$ cat src/rtl/fti_pkg.sv
package fti_pkg;
  localparam logic [2:0] CLS_ZERO = 3'd0;
  localparam logic [2:0] CLS_NUM  = 3'd1;
  localparam logic [2:0] CLS_INF  = 3'd2;
  localparam logic [2:0] CLS_QNAN = 3'd3;
  localparam logic [2:0] CLS_SNAN = 3'd4;
endpackage

$ cat src/rtl/fti_align.sv
// Moves the integer part of the mantissa into the low bits and gathers
// everything that falls off into one lost-bit flag.
module fti_align #(
  parameter int FRAC_W = 64,
  parameter int EXP_W  = 16,
  parameter int RES_W  = 32
) (
  input  logic [EXP_W-1:0]    exp_i,
  input  logic [FRAC_W+2:0]   mant_i,
  input  logic                sticky_i,
  output logic [RES_W-1:0]    mag_o,
  output logic                lost_o,
  output logic                big_o
);
  localparam int MANT_W = FRAC_W + 3;
  localparam int PT     = FRAC_W + 2;
  localparam int SH_W   = $clog2(MANT_W + 1);

  logic             neg;
  logic [SH_W-1:0]  sh;
  logic [MANT_W-1:0] shifted;
  logic [MANT_W-1:0] keep_mask;

  always_comb begin
    neg       = exp_i[EXP_W-1];
    big_o     = !neg && (exp_i >= EXP_W'(RES_W));
    sh        = SH_W'(PT) - exp_i[SH_W-1:0];
    shifted   = mant_i >> sh;
    keep_mask = {MANT_W{1'b1}} << sh;
    mag_o     = '0;
    lost_o    = 1'b0;
    if (neg) begin
      lost_o = (|mant_i) | sticky_i;
    end else if (!big_o) begin
      mag_o  = shifted[RES_W-1:0];
      lost_o = (|(mant_i & ~keep_mask)) | sticky_i;
    end
  end
endmodule

$ cat src/rtl/fti_select.sv
// Picks the final value and flags from the class, sign and aligned magnitude.
module fti_select
  import fti_pkg::*;
#(
  parameter int RES_W = 32
) (
  input  logic             sign_i,
  input  logic [2:0]       cls_i,
  input  logic [RES_W-1:0] mag_i,
  input  logic             lost_i,
  input  logic             big_i,
  output logic [RES_W-1:0] res_o,
  output logic             nx_o,
  output logic             nv_o
);
  localparam logic [RES_W-1:0] SAT_POS = {1'b0, {(RES_W-1){1'b1}}};
  localparam logic [RES_W-1:0] SAT_NEG = {1'b1, {(RES_W-1){1'b0}}};

  logic [RES_W:0] limit;
  logic           ovf;

  always_comb begin
    limit = {1'b0, SAT_NEG} + (RES_W+1)'(sign_i);
    ovf   = 1'b1;
    if (cls_i == CLS_ZERO)     ovf = 1'b0;
    else if (cls_i == CLS_NUM) ovf = big_i || ({1'b0, mag_i} >= limit);

    res_o = '0;
    nx_o  = 1'b0;
    nv_o  = 1'b0;
    if (ovf) begin
      nv_o  = 1'b1;
      res_o = sign_i ? SAT_NEG : SAT_POS;
    end else if (cls_i == CLS_NUM) begin
      nx_o  = lost_i;
      res_o = sign_i ? (~mag_i + 1'b1) : mag_i;
    end
  end
endmodule

$ cat src/rtl/fti_conv.sv
module fti_conv
  import fti_pkg::*;
#(
  parameter int FRAC_W = 64,
  parameter int EXP_W  = 16,
  parameter int RES_W  = 32
) (
  input  logic               clk,
  input  logic               rst,
  input  logic               in_valid,
  output logic               in_ready,
  input  logic               in_sign,
  input  logic [2:0]         in_cls,
  input  logic [EXP_W-1:0]   in_exp,
  input  logic [FRAC_W+2:0]  in_mant,
  input  logic               in_sticky,
  output logic               out_valid,
  input  logic               out_ready,
  output logic [RES_W-1:0]   out_int,
  output logic               out_inexact,
  output logic               out_invalid
);
  localparam logic [RES_W-1:0] SAT_POS = {1'b0, {(RES_W-1){1'b1}}};
  localparam logic [RES_W-1:0] SAT_NEG = {1'b1, {(RES_W-1){1'b0}}};

  logic [RES_W-1:0] mag, res;
  logic             lost, big, nx, nv, accept;

  fti_align #(.FRAC_W(FRAC_W), .EXP_W(EXP_W), .RES_W(RES_W)) align_i (
    .exp_i(in_exp), .mant_i(in_mant), .sticky_i(in_sticky),
    .mag_o(mag), .lost_o(lost), .big_o(big)
  );

  fti_select #(.RES_W(RES_W)) select_i (
    .sign_i(in_sign), .cls_i(in_cls), .mag_i(mag), .lost_i(lost), .big_i(big),
    .res_o(res), .nx_o(nx), .nv_o(nv)
  );

  assign in_ready = !out_valid || out_ready;
  assign accept   = in_valid && in_ready;

  always_ff @(posedge clk) begin
    if (rst) begin
      out_valid   <= 1'b0;
      out_int     <= '0;
      out_inexact <= 1'b0;
      out_invalid <= 1'b0;
    end else if (accept) begin
      out_valid   <= 1'b1;
      out_int     <= res;
      out_inexact <= nx;
      out_invalid <= nv;
    end else if (out_ready) begin
      out_valid   <= 1'b0;
    end
  end


  accept_lat_chk: assert property (@(posedge clk) disable iff (rst)
    accept |=> out_valid);

  stall_hold_chk: assert property (@(posedge clk) disable iff (rst)
    (out_valid && !out_ready) |=> (out_valid && $stable(out_int)
      && $stable(out_inexact) && $stable(out_invalid)));

  zero_res_chk: assert property (@(posedge clk) disable iff (rst)
    (accept && in_cls == CLS_ZERO) |=> (out_int == '0 && !out_inexact && !out_invalid));

  big_exp_chk: assert property (@(posedge clk) disable iff (rst)
    (accept && in_cls == CLS_NUM && !in_exp[EXP_W-1] && in_exp >= EXP_W'(RES_W))
      |=> out_invalid);

  nonnum_ovf_chk: assert property (@(posedge clk) disable iff (rst)
    (accept && in_cls >= CLS_INF) |=> out_invalid);

  sat_val_chk: assert property (@(posedge clk) disable iff (rst)
    (out_valid && out_invalid) |-> (!out_inexact && (out_int == SAT_POS || out_int == SAT_NEG)));
endmodule

$ cat config.mk
export PLATFORM = sky130hd
export DESIGN_NAME = fti_conv
export DESIGN_NICKNAME = d
export VERILOG_FILES = /design/src/rtl/fti_pkg.sv /design/src/rtl/fti_align.sv /design/src/rtl/fti_select.sv /design/src/rtl/fti_conv.sv
export SDC_FILE = /design/constraint.sdc
export NUM_CORES = 1
export LEC_CHECK = 0
export BUFFER_PORTS_ARGS = -buffer_cell sky130_fd_sc_hd__buf_2
export CORE_AREA = 2 2 162 164
export CTS_BUF_LIST = sky130_fd_sc_hd__clkbuf_4
export CTS_CLUSTER_DIAMETER = 80
export DETAILED_ROUTE_END_ITERATION = 7
export DIE_AREA = 0 0 164 166
export PLACE_DENSITY_LB_ADDON = 0.08
export SLEW_MARGIN = 15
export SYNTH_ARGS = -nofsm -noshare
export SYNTH_HDL_FRONTEND = slang
export SYNTH_HIERARCHICAL = 1
export SYNTH_SLANG_ARGS = --single-unit
export TNS_END_PERCENT = 30
$ cat constraint.sdc
create_clock -name clk -period 7.2 [get_ports clk]
set_input_delay 1.08 -clock clk [delete_from_list [all_inputs] [get_ports clk]]
set_output_delay 1.08 -clock clk [all_outputs]
set_load 0.01 [all_outputs]
==> results of run 1 <==
[path summary, 6_finish.rpt]
kind	end	cells after the start	from	slack, ps
setup / recovery	out_int[11]	21	in_exp[1]	990
hold / removal	out_inexact	2	out_inexact	580
setup reg to reg	out_int[27]	3	out_valid	5820
hold reg to reg	out_inexact	2	out_inexact	580
[flip-flops by register name (all words and copies together) (netlist names)]
register / cells
out_inexact: 1
out_int: 32
out_invalid: 1
out_valid: 1
[final cells by class]
cell class	instances	area, µm²
flip-flops and latches	35	700.7
repair buffers	161	918.4
well taps	335	419.2
clock inverters	3	38.79
fillers	2800	17090
clock buffers	5	37.54
inverters	16	60.06
multi-input cells	861	6347
diodes	1	2.502
[layer usage]
layer	vias to the layer above	share of wire, %
met5	-	0
met4	0	3.0
met3	53	6.0
met2	360	45
met1	4113	46
li1	3982	-
[kinds of logic (layout without fill, tap and decap cells)]
logic type / count (synthesis) / after routing / synth area share, %
mux: 96 / 96 / 20.28
xor+xnor: 36 / 36 / 4.196
other cells: 0 / 1 / 0
flops: 35 / 35 / 9.324
compound gates: 344 / 344 / 33.60
fa+ha+maj: 9 / 9 / 1.399
buf+inv: 115 / 185 / 7.526
simple gates: 376 / 376 / 23.68
[critical path, cell delays in order]
cell and delay [ps]:
buf_2 260, inv_1 120, ha_4 680, buf_4 340, mux4_2 560, nand2_1 100
o21ai_0 170, nor2_1 130, nor3_1 50, a21oi_1 200, o22a_1 160, nor2_1 60
or4_1 600, nor4_1 440, a311oi_1 250, a21oi_2 370, or3_1 160, buf_4 330
o21ai_0 150, nand3_1 100, a21oi_2 60
[cells in the mapped netlist, types with 4 or more instances]
cell type | instances | share of area (%)
nand2_1 | 132 | 6.6
nor4_1 | 26 | 2.2
nand3_1 | 58 | 3.9
o221ai_1 | 8 | 0.93
a21oi_2 | 35 | 4.1
a21o_1 | 4 | 0.40
buf_2 | 26 | 1.7
mux2_2 | 10 | 1.5
a21bo_1 | 34 | 4.5
o31ai_1 | 14 | 1.4
nor2_1 | 82 | 4.1
or4_1 | 6 | 0.60
o22ai_1 | 13 | 1.1
a21boi_0 | 4 | 0.40
a211oi_1 | 24 | 2.4
mux2i_1 | 42 | 5.6
buf_6 | 10 | 1.5
a221oi_1 | 7 | 0.82
o21ai_0 | 65 | 4.3
or2_2 | 4 | 0.33
ha_1 | 6 | 1.0
nand4_1 | 9 | 0.75
xnor2_1 | 6 | 0.70
o211ai_1 | 14 | 1.4
mux4_2 | 44 | 13
nor3b_1 | 4 | 0.40
a21oi_1 | 42 | 2.8
a31oi_1 | 8 | 0.67
or3_1 | 8 | 0.67
nor3_1 | 20 | 1.3
a22oi_1 | 11 | 1.1
o21ai_2 | 10 | 1.2
o21a_1 | 5 | 0.50
clkbuf_1 | 46 | 2.3
nand2b_1 | 4 | 0.33
xor2_1 | 30 | 3.5
nor2b_1 | 4 | 0.33
buf_1 | 14 | 0.70
o21ai_1 | 9 | 0.60
dfxtp_1 | 35 | 9.3
inv_1 | 15 | 0.75
[power by group through the flow]
| stage | Combinational [µW] | Clock (µW) | Sequential (µW) |
|---|---|---|---|
| 2_1_floorplan | 434 | 0 | 221 |
| 3_3_place_gp | 671 | 0 | 216 |
| 3_5_place_dp | 666 | 0 | 216 |
| 4_1_cts | 668 | 151 | 212 |
| 5_1_grt | 732 | 157 | 214 |
| 6_report | 677 | 144 | 212 |
[placed cells by master, fill, tap and decap left out, drive strengths merged, types with 5 or more instances in the layout]
| cell | netlist | layout |
|---|---|---|
| nand3 | 58 | 58 |
| mux2 | 10 | 10 |
| or2 | 5 | 5 |
| mux2i | 42 | 42 |
| mux4 | 44 | 44 |
| a21oi | 77 | 77 |
| nor3 | 20 | 20 |
| a211oi | 24 | 24 |
| nand2b | 5 | 5 |
| o21a | 5 | 5 |
| dfxtp | 35 | 35 |
| buf | 53 | 161 |
| nand2 | 132 | 132 |
| a21bo | 35 | 35 |
| a22oi | 11 | 11 |
| inv | 15 | 15 |
| o21ai | 84 | 84 |
| nor4 | 26 | 26 |
| nand4 | 9 | 9 |
| o221ai | 8 | 8 |
| ha | 6 | 6 |
| a31oi | 8 | 8 |
| xnor2 | 6 | 6 |
| or3 | 9 | 9 |
| xor2 | 30 | 30 |
| nor2 | 83 | 83 |
| clkbuf | 46 | 5 |
| a221oi | 7 | 7 |
| o22ai | 13 | 13 |
| o211ai | 14 | 14 |
| o31ai | 14 | 14 |
| or4 | 8 | 8 |
[per-stage QoR]
step,worst slack [ps],hold WS [ps],instances
floorplan,652.7,602.3,1011
global placement,685.0,565.5,1408
detailed placement,661.4,563.1,1408
CTS,1034,588.8,1416
global route,548.8,599.0,1417
finish,987.4,584.4,1417
==> results.json, run 1 <==
{
  "crit_path_end_kind": "register",
  "hold_buffers": 0,
  "fin_crit_ps": 6213,
  "grt_util_met2_pct": 37.85,
  "synth_edf_count": 0,
  "async_flop_share_pct": 0,
  "syn_nets": 1109,
  "clkLatencyLatePin_ps": 350,
  "final_hold_viol_count": 0,
  "p_sw_uw": 505.8,
  "swShare_pct": 48.99,
  "clkPwrFrac_pct": 13.9,
  "grt_pass1_vias": 8249,
  "wire_per_inst_um": 23.72,
  "fin_nets": 1178,
  "synth_area_mm2": 0.007515,
  "route.antenna.remaining_nets": 0,
  "globalRouteOverflowTotal": 0,
  "dp_hpwl_mm": 26.28,
  "boundaryPins": 128,
  "critPathMaxFanout": 48,
  "grt_usage_pct": 24.16,
  "firstDrtPassIters": 5,
  "fin_skew_ps": 5.799,
  "grt_util_met1_pct": 35.03,
  "num_rows": 59,
  "crit_type": "input port to register",
  "peakVddDrop_v": 0.00009375,
  "drc": 0,
  "outcome": "complete, no violations",
  "setup_tns_ps": 0,
  "io_buffers": 127,
  "seq_area_frac_synth_pct": 9.324,
  "required_ps": 7400,
  "dieArea_mm2": 0.02722,
  "finalWirelength_mm": 33.62,
  "synthToLayoutAreaGrowth_pct": 13.44,
  "design_area_mm2": 0.008524,
  "drt_iter0_drc": 632,
  "report.final.slew_viol_count": 0,
  "drive_above_1_share_pct": 26.92,
  "powerDensity_mw_per_mm2": 121.1,
  "root_buffer": "clkbuf_4",
  "total_power_uw": 1032,
  "drv_cap": 0,
  "tritoncts": "yes",
  "rsz0062_at_grt": "no",
  "fmax_mhz": 161.0,
  "ys_ff_latch": 35,
  "cts_setup_buffers": 0,
  "busiest_layer": "met2",
  "vias": 8508,
  "numClockSinks": 35,
  "vias_per_cell": 6.004,
  "chipHeight_um": 166,
  "p_leak_uw": 0.003284,
  "start_kind": "input port",
  "htree_num_levels": 2,
  "intPower_uw": 526.6,
  "grt_max_degree": 71,
  "synth.distinct_cells": 79,
  "start_util_pct": 29.34,
  "ys.flop_type": "dfxtp_1",
  "utilization_pct": 33.28,
  "cts_buffer_depth": 2,
  "power_frac_seq_pct": 20.5,
  "avgSynthCellArea_um2": 7.433,
  "path_clk_slew_ps": 120,
  "coreArea_mm2": 0.02562,
  "crit_arrival_ps": 6410,
  "worst_pin_slew_ps": 1067,
  "grtUsageMet3_pct": 2.747,
  "power_frac_comb_pct": 65.6,
  "fp.dieW_um": 164,
  "placed_cell_area_mm2": 0.008446,
  "place_congestion": 0.9684,
  "timing.max_slew.rel_slack_pct": 28.88,
  "synth_cells": 1011,
  "hp-class": "register to register",
  "setup_viol": 0,
  "ys.warnings.count": 6,
  "grt_pass1_wl_mm": 51.16,
  "fin_crit_sh_pct": 86.29,
  "cts_resized": 0,
  "antenna_found_initial": 1,
  "tritoncts.num_buffers": 5
}
No activity file was read; power rests on OpenSTA's default activity.
==> inputs of run 2 (changes only) <==
- REMOVE_ABC_BUFFERS: default -> 1
==> run 2 against run 1 <==
Effect of this change: clock power down 24%; clock-buffer cell count did not move; total power is 4.0% lower; sequential cell count stayed put; combinational power down 0.7%; sequential power about the same; critical path type unchanged; largest power group unchanged.
==> results.json, run 2 (synthesis results as in run 1) <==
{
  "outcome": "complete, no violations",
  "worst-path-buf-inv": 4,
  "max_stage_delay_ps": 650,
  "p_leak_uw": 0.003248,
  "final_cell_mix": "nand2_1 (132), buf_2 (126), nor2_1 (82)",
  "crit_arrival_ps": 6520,
  "vias_per_cell": 6.022,
  "grt_pass1_vias": 8020,
  "num_rows": 59,
  "finalWirelength_mm": 32.34,
  "numClockSinks": 35,
  "crit_path_end_kind": "register",
  "numPlacedInstances": 1406,
  "cp.depth": 20,
  "setup_viol": 0,
  "worstSetupStartpoint": "in_exp[1]",
  "route.antenna.remaining_nets": 0,
  "fmax_mhz": 160.1,
  "fin_crit_ps": 6245,
  "top_register": "out_int",
  "ff2ff_path_depth": 3,
  "worst_pin_slew_ps": 1042,
  "worstPathCellList": "buf_2 -> inv_1 -> ha_4 -> buf_4 -> mux2_2 -> mux2i_1 -> o211ai_1 -> o211ai_1 -> o21ai_0 -> o21ai_0 -> nor2_1 -> or4_4 -> or4_4 -> nor2_4 -> a21oi_2 -> or3_1 -> buf_4 -> o21ai_0 -> nand3_1 -> a21oi_2",
  "design_area_mm2": 0.008461,
  "synthToLayoutAreaGrowth_pct": 12.59,
  "fin_skew_ps": 16.51,
  "coreArea_mm2": 0.02562,
  "globalRouteOverflowTotal": 0,
  "wire_per_inst_um": 22.85,
  "dieArea_mm2": 0.02722,
  "dpl_worst_slack_ps": 589.6,
  "path_clk_slew_ps": 100,
  "start_kind": "input port",
  "drive_above_1_share_pct": 26.69,
  "drc": 0,
  "crit_end": "out_int[10]",
  "chipHeight_um": 166,
  "cts_resized": 0,
  "root_buffer": "clkbuf_4",
  "crit_type": "input port to register",
  "powerDensity_mw_per_mm2": 117.2,
  "largest_reg_flops": 32,
  "io_buffers": 127,
  "grt_usage_pct": 23.32,
  "hold_buffers": 0,
  "firstDrtPassIters": 5,
  "final_common_cell": "nand2_1",
  "fp.dieW_um": 164,
  "htree_num_levels": 2,
  "drt_iter0_drc": 682,
  "placed_cell_area_mm2": 0.008406,
  "crit_family": "simple AND/OR/NAND/NOR gates",
  "tritoncts.num_buffers": 5,
  "boundaryPins": 128,
  "rsz0062_at_grt": "no",
  "timing.max_slew.rel_slack_pct": 30.54,
  "grt_pass1_wl_mm": 49.47,
  "critPathMaxFanout": 45,
  "grt_max_degree": 71,
  "final_hold_viol_count": 0,
  "whs_ps": 584.4,
  "tritoncts": "yes",
  "fin_crit_sh_pct": 86.74,
  "cp_slowest_cell": "ha_4",
  "cts_buffer_depth": 2,
  "dp_hpwl_mm": 25.39,
  "setup_tns_ps": 0,
  "start_util_pct": 29.34,
  "antenna_found_initial": 1,
  "hp-class": "register to register",
  "fin_nets": 1176,
  "required_ps": 7470,
  "worstReg2RegEnd": "out_int[12]",
  "r2r_start": "out_valid",
  "critPathMostFrequentCell": "o21ai_0",
  "report.final.slew_viol_count": 0,
  "drv_cap": 0,
  "reg2reg_slack_ps": 5810,
  "peakVddDrop_v": 0.00006359,
  "place_congestion": 0.9827,
  "clkLatencyLatePin_ps": 350,
  "finalNonFillerCells": 1415,
  "cts_setup_buffers": 0,
  "vias": 8521,
  "setup_slack_ps": 954.5
}
run 2: cell types whose count changed in the layout (fill, tap and decap cells not counted), sizes merged:
cell and change:
clkinvlp +1, bufinv -1, buf -2
run 2: report_power, final:
group          internal (µW)  total (µW)  switching [µW]
registers                206         211            5.50
logic                    246         672             426
clock network           35.8         109            72.8
run 2: worst min path at each step:
stage	startpoint	end	slack, ps	depth (start not counted)
floorplan	out_inexact	out_inexact	600	2
finish	out_int[14]	out_int[14]	580	2
global route	out_int[18]	out_int[18]	600	2
global placement	out_int[1]	out_int[1]	570	2
detailed placement	out_int[14]	out_int[14]	560	2
CTS	out_int[22]	out_int[22]	590	2
run 2: layout make-up:
| cell class | instances | area [µm²] |
|---|---|---|
| Clock buffer | 5 | 37.54 |
| Clock inverter | 3 | 15.01 |
| Sequential cell | 35 | 700.7 |
| Inverter | 16 | 60.06 |
| Tap cell | 335 | 419.2 |
| Multi-Input combinational cell | 861 | 6347 |
| Timing Repair Buffer | 159 | 878.3 |
| Antenna cell | 1 | 2.502 |
| Fill cell | 2845 | 17160 |
run 2: tightest hold or removal path, cell delays in order, from the launching register on:
cell	delay, ps
dfxtp_1	320
a21bo_1	180
a21oi_2	50
run 2: through the flow:
step / power (µW) / utilization [%]
after CTS: 990.8 / 33.02
final: 991.5 / 33.03
after floorplan: 623.6 / -
after global placement: 885.5 / 32.81
after detailed placement: 878.0 / 32.81
after global routing: 1059 / 33.03
run 2: per-layer routing:
layer	vias up	GRT usage, %	share of wire [%]
met5	-	0	0
met3	64	2.223	5.4
li1	3988	-	-
met4	0	9.230	4.3
met1	4097	32.28	45
met2	372	37.19	46
==> inputs of run 3 (changes only) <==
- ABC_AREA: default -> 1
- CORE_AREA: 2 2 162 164 -> 2 2 168 170
- DIE_AREA: 0 0 164 166 -> 0 0 170 172
==> run 3 against run 2 <==
Effect of this change: global-route usage up 1.6 points; total power down 3.4%; non-clock buffer count down 16; die area up 7.4%; design area up 3.1%; combinational power down 12%; synthesized area up 7.5%; hold slack worse by 90 ps; final cell count up 42%; first-iteration DRC count up 37%; register-to-register slack worse by 190 ps; via count up 25%.
==> results.json, run 3 <==
{
  "yosys.area.top_type": "nand2_1",
  "route.antenna.remaining_nets": 0,
  "root_buffer": "clkbuf_4",
  "fin_nets": 1764,
  "clkLatencyLatePin_ps": 370,
  "p_leak_uw": 0.004444,
  "io_buffers": 127,
  "cts_resized": 0,
  "drv_cap": 0,
  "ys.warnings.count": 6,
  "outcome": "complete, no violations",
  "num_rows": 61,
  "avgSynthCellArea_um2": 5.007,
  "power_frac_seq_pct": 22.7,
  "fin_skew_ps": 7.229,
  "synth.area.top_cells": "nand2_1 (28%), o21ai_0 (10%), dfxtp_1 (8.7%)",
  "cts_setup_buffers": 0,
  "crit_family": "simple AND/OR/NAND/NOR gates",
  "dp_hpwl_mm": 29.36,
  "cts_buffer_depth": 2,
  "yosys.area.top_type_share_pct": 27.98,
  "start_kind": "input port",
  "grt_pass1_wl_mm": 56.84,
  "hp-class": "register to register",
  "required_ps": 7510,
  "synth_most_common_cell": "nand2_1",
  "synth_edf_count": 0,
  "drive_above_1_share_pct": 12.30,
  "total_power_uw": 957.5,
  "ys_ff_latch": 35,
  "boundaryPins": 128,
  "synth_common_cells": "nand2_1 (602), nor2_1 (176), o21ai_0 (163)",
  "critPathMostFrequentCell": "nand2_1",
  "synth.distinct_cells": 50,
  "dieArea_mm2": 0.02924,
  "max_stage_delay_ps": 950,
  "tritoncts": "yes",
  "timing.max_slew.rel_slack_pct": 28.81,
  "worst_pin_slew_ps": 1061,
  "crit_path_end_kind": "register",
  "peakVddDrop_v": 0.00007644,
  "coreArea_mm2": 0.02748,
  "crit_arrival_ps": 6450,
  "intPower_uw": 454.5,
  "drt_iter0_drc": 933,
  "tritoncts.num_buffers": 5,
  "chipHeight_um": 172,
  "fin_crit_ps": 6136,
  "cp_slowest_cell": "nor2_2",
  "worst-path-buf-inv": 5,
  "p_sw_uw": 503.0,
  "grt_pass1_vias": 10120,
  "grt_max_degree": 80,
  "seq_area_frac_synth_pct": 8.675,
  "clkPwrFrac_pct": 15.7,
  "path_clk_slew_ps": 130,
  "finalWirelength_mm": 36.41,
  "grt_usage_pct": 24.91,
  "crit_type": "input port to register",
  "synth_area_mm2": 0.008076,
  "place_congestion": 0.9791,
  "antenna_found_initial": 1,
  "async_flop_share_pct": 0,
  "fp.dieW_um": 170,
  "numClockSinks": 35,
  "fin_crit_sh_pct": 85.23,
  "power_frac_comb_pct": 61.7,
  "final_hold_viol_count": 0,
  "report.final.slew_viol_count": 0,
  "wire_per_inst_um": 18.08,
  "synthToLayoutAreaGrowth_pct": 8.040,
  "firstDrtPassIters": 5,
  "ys.flop_type": "dfxtp_1",
  "setup_viol": 0,
  "hold_buffers": 0,
  "vias": 10610,
  "htree_num_levels": 2,
  "final_common_cell": "nand2_1",
  "vias_per_cell": 5.270,
  "fmax_mhz": 163.0,
  "rsz0062_at_grt": "no",
  "globalRouteOverflowTotal": 0,
  "top_register": "out_int",
  "critPathMaxFanout": 31,
  "drc": 0,
  "final_cell_mix": "nand2_1 (602), nor2_1 (176), o21ai_0 (163)",
  "largest_reg_flops": 32,
  "swShare_pct": 52.53,
  "setup_tns_ps": 0,
  "synth_cells": 1613,
  "powerDensity_mw_per_mm2": 109.7,
  "start_util_pct": 29.39
}
## run 3: per-layer routing
| layer | up-vias | global-route usage [%] | part of all wire, % |
|---|---|---|---|
| met5 | - | 0 | 0 |
| met4 | 0 | 5.686 | 2.3 |
| met3 | 50 | 2.861 | 5.4 |
| met2 | 320 | 42.84 | 45 |
| met1 | 4899 | 33.39 | 47 |
| li1 | 5344 | - | - |
## run 3: cell type report
| cell class | instances | area (µm²) |
|---|---|---|
| diodes | 1 | 2.502 |
| multi-input cells | 1335 | 6210 |
| inverters | 146 | 548.0 |
| fillers | 3360 | 18750 |
| flip-flops and latches | 35 | 700.7 |
| repair buffers | 143 | 755.7 |
| clock inverters | 3 | 38.79 |
| well taps | 346 | 432.9 |
| clock buffers | 5 | 37.54 |
## run 3: worst paths after layout
check | startpoint | endpoint | slack, ps | depth (start not counted)
max | in_exp[0] | out_int[23] | 1060 | 25
min reg2reg | out_int[12] | out_int[12] | 490 | 2
min | out_int[12] | out_int[12] | 490 | 2
max reg2reg | out_valid | out_int[2] | 5620 | 6
## run 3: power groups by stage
stage	clock (µW)	combinational [µW]	sequential [µW]
2_1_floorplan	0	345	229
3_3_place_gp	0	586	222
3_5_place_dp	0	582	222
4_1_cts	157	584	218
5_1_grt	164	662	219
6_report	150	590	217
## run 3: kinds of logic after synthesis
group | count (synthesis) | share of synthesized area, %
flip-flops | 35 | 8.675
multiplexers | 24 | 2.974
buffers and inverters | 243 | 14.44
XOR/XNOR | 7 | 0.7591
AO/OA/AOI/OAI | 318 | 22.12
AND/OR/NAND/NOR | 980 | 50.10
adder cells (fa/ha/maj) | 6 | 0.9295
## run 3: metrics by stage
stage / hold slack (ps) / instances / utilization (%) / setup WS [ps] / area (µm²)
after global placement: 463.1 / 2005 / 31.47 / 695.0 / 8647
after detailed placement: 469.2 / 2005 / 31.47 / 739.2 / 8647
final: 493.9 / 2014 / 31.76 / 1064 / 8726
after global routing: 519.3 / 2014 / 31.76 / 462.1 / 8726
after CTS: 501.3 / 2013 / 31.75 / 1112 / 8723
after floorplan: 515.5 / 1516 / - / 1376 / 7458
## run 3: tightest hold or removal path: cells and delay by family (launching register included)
family | cells | cell delay [ps]
AO/OA/AOI/OAI | 1 | 40
flip-flops | 1 | 350
AND/OR/NAND/NOR | 1 | 80
